**config.mk**
```make
export PLATFORM = sky130hd
export DESIGN_NAME = pio_port
export DESIGN_NICKNAME = d
export VERILOG_FILES = /design/src/rtl/pio_pkg.sv /design/src/rtl/pio_sync.sv /design/src/rtl/pio_capture.sv /design/src/rtl/pio_port.sv
export SDC_FILE = /design/constraint.sdc
export NUM_CORES = 1
export LEC_CHECK = 0
export BUFFER_PORTS_ARGS = -buffer_cell sky130_fd_sc_hd__clkbuf_2
export CORE_MARGIN = 3
export CORE_UTILIZATION = 59
export CTS_CLUSTER_SIZE = 10
export DETAILED_ROUTE_END_ITERATION = 12
export PLACE_DENSITY = 0.94
export SLEW_MARGIN = 10
export SYNTH_ARGS = -nofsm -noshare
export SYNTH_HDL_FRONTEND = slang
export SYNTH_SLANG_ARGS = --single-unit
export TNS_END_PERCENT = 50
```
**constraint.sdc**
```tcl
create_clock -name clk -period 6.7 [get_ports clk]
set_clock_uncertainty 0.2 [all_clocks]
set_input_delay 2.01 -clock clk [delete_from_list [all_inputs] [get_ports clk]]
set_output_delay 2.01 -clock clk [all_outputs]
set_load 0.005 [all_outputs]
```
**src/rtl/pio_pkg.sv**
```systemverilog
package pio_pkg;
    localparam int BUS_W      = 32;
    localparam int REG_ADDR_W = 5;

    typedef enum logic [1:0] {
        TRIG_RISE  = 2'd0,
        TRIG_FALL  = 2'd1,
        TRIG_BOTH  = 2'd2,
        TRIG_LEVEL = 2'd3
    } trig_mode_e;

    typedef enum logic [2:0] {
        IDX_DATA = 3'd0,
        IDX_DIR  = 3'd1,
        IDX_MASK = 3'd2,
        IDX_CAP  = 3'd3,
        IDX_SET  = 3'd4,
        IDX_CLR  = 3'd5
    } reg_idx_e;
endpackage

```
**src/rtl/pio_sync.sv**
```systemverilog
module pio_sync #(
    parameter int W = 32
) (
    input  logic         clk,
    input  logic         rst_n,
    input  logic [W-1:0] pin_in,
    output logic [W-1:0] sync_q,
    output logic [W-1:0] prev_q
);
    logic [W-1:0] meta_q;

    always_ff @(posedge clk or negedge rst_n) begin
        if (!rst_n) begin
            meta_q <= '0;
            sync_q <= '0;
            prev_q <= '0;
        end else begin
            meta_q <= pin_in;
            sync_q <= meta_q;
            prev_q <= sync_q;
        end
    end
endmodule

```
**src/rtl/pio_capture.sv**
```systemverilog
module pio_capture
    import pio_pkg::*;
#(
    parameter int         W    = 32,
    parameter trig_mode_e MODE = TRIG_RISE
) (
    input  logic         clk,
    input  logic         rst_n,
    input  logic [W-1:0] sync_q,
    input  logic [W-1:0] prev_q,
    input  logic         clr_we,
    input  logic [W-1:0] clr_mask,
    output logic [W-1:0] cap_q
);
    generate
        if (MODE == TRIG_LEVEL) begin : g_none
            assign cap_q = '0;
        end else begin : g_edge
            logic [W-1:0] evt;
            logic [W-1:0] held;
            if (MODE == TRIG_RISE) begin : g_rise
                assign evt = sync_q & ~prev_q;
            end else if (MODE == TRIG_FALL) begin : g_fall
                assign evt = ~sync_q & prev_q;
            end else begin : g_both
                assign evt = sync_q ^ prev_q;
            end
            // a new edge overrides a same-cycle clear
            assign held = clr_we ? (cap_q & ~clr_mask) : cap_q;
            always_ff @(posedge clk or negedge rst_n) begin
                if (!rst_n) cap_q <= '0;
                else        cap_q <= held | evt;
            end
        end
    endgenerate
endmodule

```
**src/rtl/pio_port.sv**
```systemverilog
module pio_port
    import pio_pkg::*;
#(
    parameter int         PIN_COUNT   = 32,
    parameter trig_mode_e TRIG_MODE   = TRIG_RISE,
    parameter bit         HAS_SET_CLR = 1'b1
) (
    input  logic                  clk,
    input  logic                  rst_n,
    input  logic [REG_ADDR_W-1:0] bus_addr,
    input  logic                  bus_we,
    input  logic [BUS_W-1:0]      bus_wdata,
    output logic [BUS_W-1:0]      bus_rdata,
    input  logic [PIN_COUNT-1:0]  pin_in,
    output logic [PIN_COUNT-1:0]  pin_out,
    output logic [PIN_COUNT-1:0]  pin_oe,
    output logic                  irq
);
    localparam int W = PIN_COUNT;

    logic [2:0]   idx;
    logic         aligned;
    logic [W-1:0] wd;
    logic [W-1:0] out_q, dir_q, mask_q;
    logic [W-1:0] sync_q, prev_q, cap_q;
    logic [W-1:0] rd_w;
    logic         wr_data, wr_dir, wr_mask, wr_cap, wr_set, wr_clr;

    assign idx     = bus_addr[REG_ADDR_W-1:2];
    assign aligned = (bus_addr[1:0] == 2'b00);
    assign wd      = bus_wdata[W-1:0];

    assign wr_data = bus_we && aligned && (idx == IDX_DATA);
    assign wr_dir  = bus_we && aligned && (idx == IDX_DIR);
    assign wr_mask = bus_we && aligned && (idx == IDX_MASK);
    assign wr_cap  = bus_we && aligned && (idx == IDX_CAP);
    assign wr_set  = HAS_SET_CLR && bus_we && aligned && (idx == IDX_SET);
    assign wr_clr  = HAS_SET_CLR && bus_we && aligned && (idx == IDX_CLR);

    always_ff @(posedge clk or negedge rst_n) begin
        if (!rst_n) begin
            out_q  <= '0;
            dir_q  <= '0;
            mask_q <= '0;
        end else begin
            if (wr_data)     out_q <= wd;
            else if (wr_set) out_q <= out_q | wd;
            else if (wr_clr) out_q <= out_q & ~wd;
            if (wr_dir)  dir_q  <= wd;
            if (wr_mask) mask_q <= wd;
        end
    end

    pio_sync #(.W(W)) u_sync (
        .clk    (clk),
        .rst_n  (rst_n),
        .pin_in (pin_in),
        .sync_q (sync_q),
        .prev_q (prev_q)
    );

    pio_capture #(.W(W), .MODE(TRIG_MODE)) u_cap (
        .clk      (clk),
        .rst_n    (rst_n),
        .sync_q   (sync_q),
        .prev_q   (prev_q),
        .clr_we   (wr_cap),
        .clr_mask (wd),
        .cap_q    (cap_q)
    );

    generate
        if (TRIG_MODE == TRIG_LEVEL) begin : g_irq_level
            assign irq = |(sync_q & mask_q);
        end else begin : g_irq_edge
            assign irq = |(cap_q & mask_q);
        end
    endgenerate

    always_comb begin
        case (idx)
            IDX_DATA: rd_w = sync_q;
            IDX_DIR:  rd_w = dir_q;
            IDX_MASK: rd_w = mask_q;
            IDX_CAP:  rd_w = cap_q;
            default:  rd_w = '0;
        endcase
        bus_rdata         = '0;
        bus_rdata[W-1:0]  = rd_w;
    end

    assign pin_out = out_q;
    assign pin_oe  = dir_q;
endmodule

```
==> results of run 1 <==
-- layout make-up --
class | instances | area (um^2)
timing repair buffer | 180 | 941
tap | 176 | 220
clock inverter | 2 | 21.3
fill | 820 | 3460
multi-input combinational | 319 | 2580
sequential | 224 | 5610
inverter | 32 | 120
clock buffer | 28 | 668
-- cells by family (layout without fill, tap and decap cells) --
family	after synthesis	count (layout)	synth area share, %
mux	64	64	8.57
buf+inv	69	242	3.23
flops	224	224	66.7
simple gates	79	79	4.88
compound gates	176	176	16.7
-- metal layers --
layer	GRT usage [%]	share of wire [%]	vias up
li1	-	-	2619
met5	0	0	-
met2	48.7	51	357
met1	37.3	38	3205
met4	11.4	3.4	0
met3	5.76	8.1	56
-- where the power goes --
part	internal [W]	leakage (nW)	switching, W
clock	0.000696	0.340	0.000496
combinational	0.000196	2.03	0.000198
sequential	0.00151	2.62	0.000122
total	0.00240	4.99	0.000817
-- through the flow --
stage / setup WS (ns) / power (W) / std cells
floorplan: 1.57 / 0.00179 / 612
global route: 0.711 / 0.00333 / 961
global placement: 0.895 / 0.00201 / 931
detailed placement: 0.849 / 0.00204 / 931
CTS: 0.836 / 0.00323 / 961
finish: 0.792 / 0.00322 / 961
-- worst max path at each step --
stage,startpoint,end,slack (ns)
2_1_floorplan,bus_addr[3],bus_rdata[0],1.57
3_3_place_gp,bus_addr[3],bus_rdata[19],0.90
3_5_place_dp,bus_addr[3],bus_rdata[23],0.85
4_1_cts,bus_addr[3],bus_rdata[23],0.84
5_1_grt,bus_addr[3],bus_rdata[23],0.71
6_report,bus_addr[3],bus_rdata[23],0.79
-- synthesized netlist by cell type --
cell type / instances / share of area [%]
inv_1: 32 / 1.4
nor4b_2: 1 / 0.18
and3b_1: 1 / 0.10
nand2b_1: 1 / 0.074
nor3b_2: 4 / 0.60
buf_2: 10 / 0.60
a22oi_1: 80 / 7.1
o211ai_1: 32 / 2.9
mux2_2: 33 / 4.4
a22o_1: 64 / 6.7
nand2_1: 34 / 1.5
or4_1: 1 / 0.089
mux2_1: 31 / 4.2
dfrtp_1: 224 / 67
clkbuf_1: 24 / 1.1
nand4_1: 4 / 0.30
buf_1: 3 / 0.13
nand3_1: 32 / 1.9
nor3_2: 1 / 0.12
-- layout by cell type, fill, tap and decap left out, types with 12 or more instances in the layout --
master,Yosys,layout
inv_1,32,32
mux2_2,33,33
buf_4,0,12
a22oi_1,80,80
o211ai_1,32,32
a22o_1,64,64
clkbuf_2,0,167
nand2_1,34,32
dfrtp_1,224,224
clkbuf_16,0,26
nand3_1,32,32
mux2_1,31,31
-- worst max-delay path, delay by kind of cell --
family                 cells  cell delay, ns
buffers and inverters      3            0.71
AND/OR/NAND/NOR            2            0.83
AO/OA/AOI/OAI              1            0.14
==> summary.txt, run 1 <==
Timing
  • Slew Limit Fails: 0
  • Final hold vios: 0
  • Final setup violation count: 0
  • Unrepaired setup endpoints after global routing: no
  • Slew margin rel.: 35.2%
  • Fin Hold WS: 0.146 ns
  • Slew @ Worst Pin: 0.969 ns
  • Final Critical Period: 5.91 ns
  • F_max: 169 MHz
  • Final setup TNS: 0 ns
  • Final period util: 88.2%

Routing
  • Drt first pass iters: 5
  • Detailed-route wire length per cell: 23.5 um
  • Drc violations: 0
  • Vias/cell: 6.49
  • Via Count: 6237
  • Starting DRT DRC Count: 572
  • Post-DRT Antenna Nets: 0
  • Final WL: 22.6 mm

Clock network
  • Hold_buf cts: 0
  • Root buffer cell: clkbuf_16
  • CTS Sinks: 224
  • TritonCTS Buffers: 26
  • TritonCTS clock tree: yes
  • CTS HTree Levels: 1
  • Worst-Skew Late Latency: 0.52 ns
  • Buffer count from post-CTS setup fixing: 0
  • Clock Tree Buf Depth: 3
  • Reg clk slew, reported paths: 0.05 ns
  • CTS resizes: 0

Worst setup path
  • Critical path arrival: 3.70 ns
  • Crit Path Max Fanout: 16
  • CP startpoint kind: input pin
  • R2R setup slack: 5.63 ns
  • Cell breakdown of the critical path: clkbuf_2 > nor3b_4 > buf_4 > a22oi_1 > nand2_1 > clkbuf_2
  • Critical Path Most Common Cell: clkbuf_2
  • CP endpoint kind: output port
  • Critical path type: in2out
  • RR Endpoint: mask_q[26]$_DFFE_PN0P_
  • Path depth of the worst reg2reg path: 1
  • CP required: 4.49 ns
  • CP max stage cell: nor3b_4
  • Reg-to-Reg Start: mask_q[26]$_DFFE_PN0P_
  • Slowest stage delay, CP: 0.72 ns

Place
  • RePlAce Congestion: 0.845
  • Post-DP HPWL: 14.4 mm
  • Port buffer count: 168
  • DP Area: 9470 um^2

Layout
  • Post-layout util: 74.6%
  • Final nets: 855
  • Share of layout cells above drive strength 1: 32.0%
  • Antenna diodes: 0
  • P&R area growth vs syn: 20.8%
  • Fin area: 10200 um^2

Synth
  • Netlist area before placement: 8410 um^2
  • Avg Cell Area, Syn: 13.7 um^2
  • Net Count, Synth: 684
  • Synth warn: 0
  • Mapped Cells: 612
  • Synth cell types: 19
  • Sequential area share after synthesis: 66.7%
  • Synth Register Bits: 224

Global route
  • Pin count of the biggest net entering global routing: 128
  • Initial antenna violation count: 0
  • GR Overflow Total: 0
  • Vias in the first global route: 6704
  • First-pass GRT wire length: 36.5 mm
  • Global Route Usage Sum: 28.9%

Floorplan
  • Initial Utilization: 61.8%
  • Core area: 13600 um^2
  • Die span in y: 125 um
  • I/O Pins: 169
  • Die Width: 125 um
  • Die area: 15700 um^2
  • Site Rows: 42

Worst hold path
  • Min-Delay Path Class: reg2reg
  • Hold path depth: 0
  • Hold path endpoint: u_sync.sync_q[17]$_DFF_PN0_
  • Hold Crit Start: u_sync.meta_q[17]$_DFF_PN0_

Power and ir drop
  • Maximum VDD drop: 0.280 mV
  • Pwr per Cell Area: 317 nW/um^2
  • Leak: 4.99 nW

Job
  • # Max-Cap Violations: 0

Outcome
  • Outcome: finished, final reports clean
Note: power is estimated with default switching activity, not from simulation.
==> run 2, diff against run 1 <==
- SETUP_SLACK_MARGIN: default -> 0.1
- SYNTH_HIERARCHICAL: default -> 1
==> run 2 against run 1 <==
  * Hold slack worse by 0.0039 ns
  * Register-to-register slack barely moved
  * Total power fell by 0.53%
  * Flip-flop and latch count did not move
  * Final cell count down 0.31%
  * Highest routed layer unchanged
  * Core utilization down 0.21 points
  * Synthesized cell count decreased by 0.33%
  * Largest cell class unchanged
  * Clock power hardly changed
  * Global-route usage decreased by 0.72 points
  * First-iteration DRC count up 17%
==> summary.txt, run 2 <==
Clock network
  • CTS Sinks: 224 (unchanged)
  • Buffer count from post-CTS setup fixing: 0 (unchanged)
  • CTS resizes: 0 (unchanged)
  • Root buffer cell: clkbuf_16
  • CTS HTree Levels: 1 (unchanged)
  • Hold_buf cts: 0 (unchanged)
  • Clock Tree Buf Depth: 3 (unchanged)
  • Worst-Skew Late Latency: 0.51 ns (about the same)
  • TritonCTS clock tree: yes
  • TritonCTS Buffers: 26 (unchanged)
  • Reg clk slew, reported paths: 0.06 ns (about the same)

Power and ir drop
  • Pwr per Cell Area: 317 nW/um^2 (+0.13%)
  • Leak: 4.97 nW (-0.40%)
  • Maximum VDD drop: 0.222 mV (-21%)

Routing
  • Post-DRT Antenna Nets: 0 (unchanged)
  • Vias/cell: 6.35 (-2.1%)
  • Starting DRT DRC Count: 670 (+17%)
  • Via Count: 6086 (-2.4%)
  • Drc violations: 0 (unchanged)
  • Drt first pass iters: 8 (+3)
  • Detailed-route wire length per cell: 22.9 um (-2.4%)
  • Final WL: 22.0 mm (-2.7%)

Worst setup path
  • Buf/Inv on CP: 3 (unchanged)
  • Delay-heaviest family, CP: buffers and inverters
  • CP startpoint kind: input pin
  • Critical Path Most Common Cell: clkbuf_2
  • CP max stage cell: buf_4
  • CP required: 4.49 ns (about the same)
  • CP endpoint kind: output port
  • Slowest stage delay, CP: 0.60 ns (-0.12 ns)
  • Critical path arrival: 3.50 ns (-0.20 ns)
  • Crit Path Max Fanout: 64 (+48)
  • Cell breakdown of the critical path: clkbuf_2 > nor3_4 > buf_4 > a22oi_1 > nand2_1 > clkbuf_2
  • Critical path type: in2out

Synth
  • Net Count, Synth: 682 (-0.29%)
  • Synth top cells by count: 224 x dfrtp_1, 80 x a22oi_1, 66 x nand2_1
  • Sequential area share after synthesis: 66.9% (+0.26 points)
  • Largest cells by area after synthesis: dfrtp_1 67%, a22oi_1 7.2%, a22o_1 6.7%
  • Netlist area before placement: 8380 um^2 (-0.39%)
  • Xor and xnor area share after synthesis: 0% (unchanged)
  • Ys async rst share: 100% (unchanged)
  • Mapped Cells: 610 (-0.33%)
  • Adder-cell share of the synthesized area: 0% (unchanged)
  • Compound-Gate Fraction of Synth Area: 16.7% (+0.065 points)
  • Largest family of logic cells by synthesized area: compound AO/OA/AOI/OAI gates
  • Synth warn: 6 (+6)
  • Simple-gate share of the synthesized area: 4.44% (-0.44 points)
  • Ys flop type: dfrtp_1
  • Synth cell types: 20 (+1)
  • Synth Register Bits: 224 (unchanged)
  • Avg Cell Area, Syn: 13.7 um^2 (about the same)
  • Most frequent cell after synthesis: dfrtp_1
  • Fraction of synthesized area in multiplexers: 8.60% (+0.033 points)
  • Post-synth EDFFs: 0 (unchanged)
  • Largest area contributor in the netlist: dfrtp_1
  • Post-synth top area share: 66.9% (+0.26 points)

Timing
  • Slew @ Worst Pin: 1.00 ns (+0.0359 ns)
  • Final hold vios: 0 (unchanged)
  • Final setup violation count: 0 (unchanged)
  • Final Critical Period: 5.71 ns (-0.198 ns)
  • Final period util: 85.2% (-3.0 points)
  • Final setup TNS: 0 ns (unchanged)
  • F_max: 175 MHz (+3.5%)
  • Fin Hold WS: 0.142 ns (-0.00395 ns)
  • Unrepaired setup endpoints after global routing: no
  • Slew margin rel.: 32.8% (-2.4 points)
  • Slew Limit Fails: 0 (unchanged)

Floorplan
  • Die span in y: 125 um (-0.18%)
  • Site Rows: 42 (unchanged)
  • Die area: 15700 um^2 (-0.37%)
  • Initial Utilization: 61.8% (about the same)
  • I/O Pins: 169 (unchanged)
  • Core area: 13600 um^2 (-0.39%)
  • Die Width: 125 um (-0.18%)

Layout
  • P&R area growth vs syn: 20.4%
  • Most frequent cells in the layout: 224 x dfrtp_1, 167 x clkbuf_2, 80 x a22oi_1
  • Antenna diodes: 0 (unchanged)
  • Share of layout cells above drive strength 1: 31.3% (-0.64 points)
  • Commonest non-fill, non-tap cell in the layout: dfrtp_1
  • # fillers: 850 (+3.7%)
  • Final nets: 853 (-0.23%)

Place
  • Port buffer count: 168 (unchanged)
  • RePlAce Congestion: 0.818 (-3.2%)
  • Post-DP HPWL: 13.9 mm (-3.1%)

Global route
  • Vias in the first global route: 6582 (-1.8%)
  • GR Overflow Total: 0 (unchanged)
  • Initial antenna violation count: 0 (unchanged)
  • Global Route Usage Sum: 28.2% (-0.72 points)
  • Pin count of the biggest net entering global routing: 122 (-4.7%)
  • First-pass GRT wire length: 35.4 mm (-3.1%)

Outcome
  • Outcome: finished, final reports clean

Worst hold path
  • Min-Delay Path Class: reg2reg

Job
  • # Max-Cap Violations: 0 (unchanged)
==> run 2: changes by cell type in the layout (fill, tap and decap cells not counted), sizes merged <==
cell / previous run / this run
nand2: 34 / 66
nand3: 32 / 0
buf: 13 / 10
and2: 0 / 1
clkbuf: 195 / 194
clkinv: 2 / 1
clkinvlp: 0 / 1
==> run 2: area by class of cell <==
| cell class | count | area (um^2) | area share, % |
|---|---|---|---|
| flip-flops and latches | 224 | 5610 | 55.6 |
| repair buffers | 177 | 931 | 9.23 |
| well taps | 176 | 220 | 2.18 |
| inverters | 32 | 120 | 1.19 |
| clock inverters | 2 | 23.8 | 0.236 |
| multi-input cells | 320 | 2530 | 25.1 |
| clock buffers | 27 | 654 | 6.49 |
==> run 2: per-stage QoR <==
step / util (%) / std cells / instance area [um^2] / total power [W] / setup slack (ns)
final: 74.4 / 958 / 10100 / 0.00320 / 0.990
after global placement: 69.4 / 929 / 9410 / 0.00200 / 1.06
after floorplan: - / 610 / 8380 / 0.00178 / 1.57
after CTS: 74.4 / 958 / 10100 / 0.00321 / 0.995
after global routing: 74.4 / 958 / 10100 / 0.00332 / 0.891
after detailed placement: 69.4 / 929 / 9410 / 0.00203 / 0.998
==> run 2: final timing paths <==
path / startpoint / end / slack (ns) / depth (start not counted)
worst max-delay path: bus_addr[3] / bus_rdata[20] / 0.99 / 6
worst min-delay path: u_sync/meta_q[12]$_DFF_PN0_ / u_sync/sync_q[12]$_DFF_PN0_ / 0.14 / 0
worst max register to register: pin_oe[26]$_DFFE_PN0P_ / pin_oe[26]$_DFFE_PN0P_ / 5.63 / 1
worst min register to register: u_sync/meta_q[12]$_DFF_PN0_ / u_sync/sync_q[12]$_DFF_PN0_ / 0.14 / 0
max in group asynchronous: rst_n / mask_q[2]$_DFFE_PN0P_ / 3.81 / 2
min in group asynchronous: rst_n / async pin / 1.28 / 1
==> run 2: logic make-up (layout without fill, tap and decap cells) <==
group | Yosys count | after routing
buffers and inverters | 66 | 238
muxes | 64 | 64
DFF | 224 | 224
AOI/OAI and AO/OA | 176 | 176
and+or+nand+nor | 80 | 80
==> run 2: per-layer routing <==
layer / part of all wire (%) / vias up / global-route usage (%)
li1: - / 2574 / -
met1: 40 / 3071 / 38.7
met2: 49 / 379 / 45.7
met3: 8.1 / 62 / 5.25
met4: 3.3 / 0 / 10.4
met5: 0 / - / 0
==> run 2: power by group <==
group	internal [W]	switching [W]	leakage (nW)
sequential	0.00151	0.000120	2.62
combinational	0.000195	0.000194	2.02
clock	0.000685	0.000499	0.329
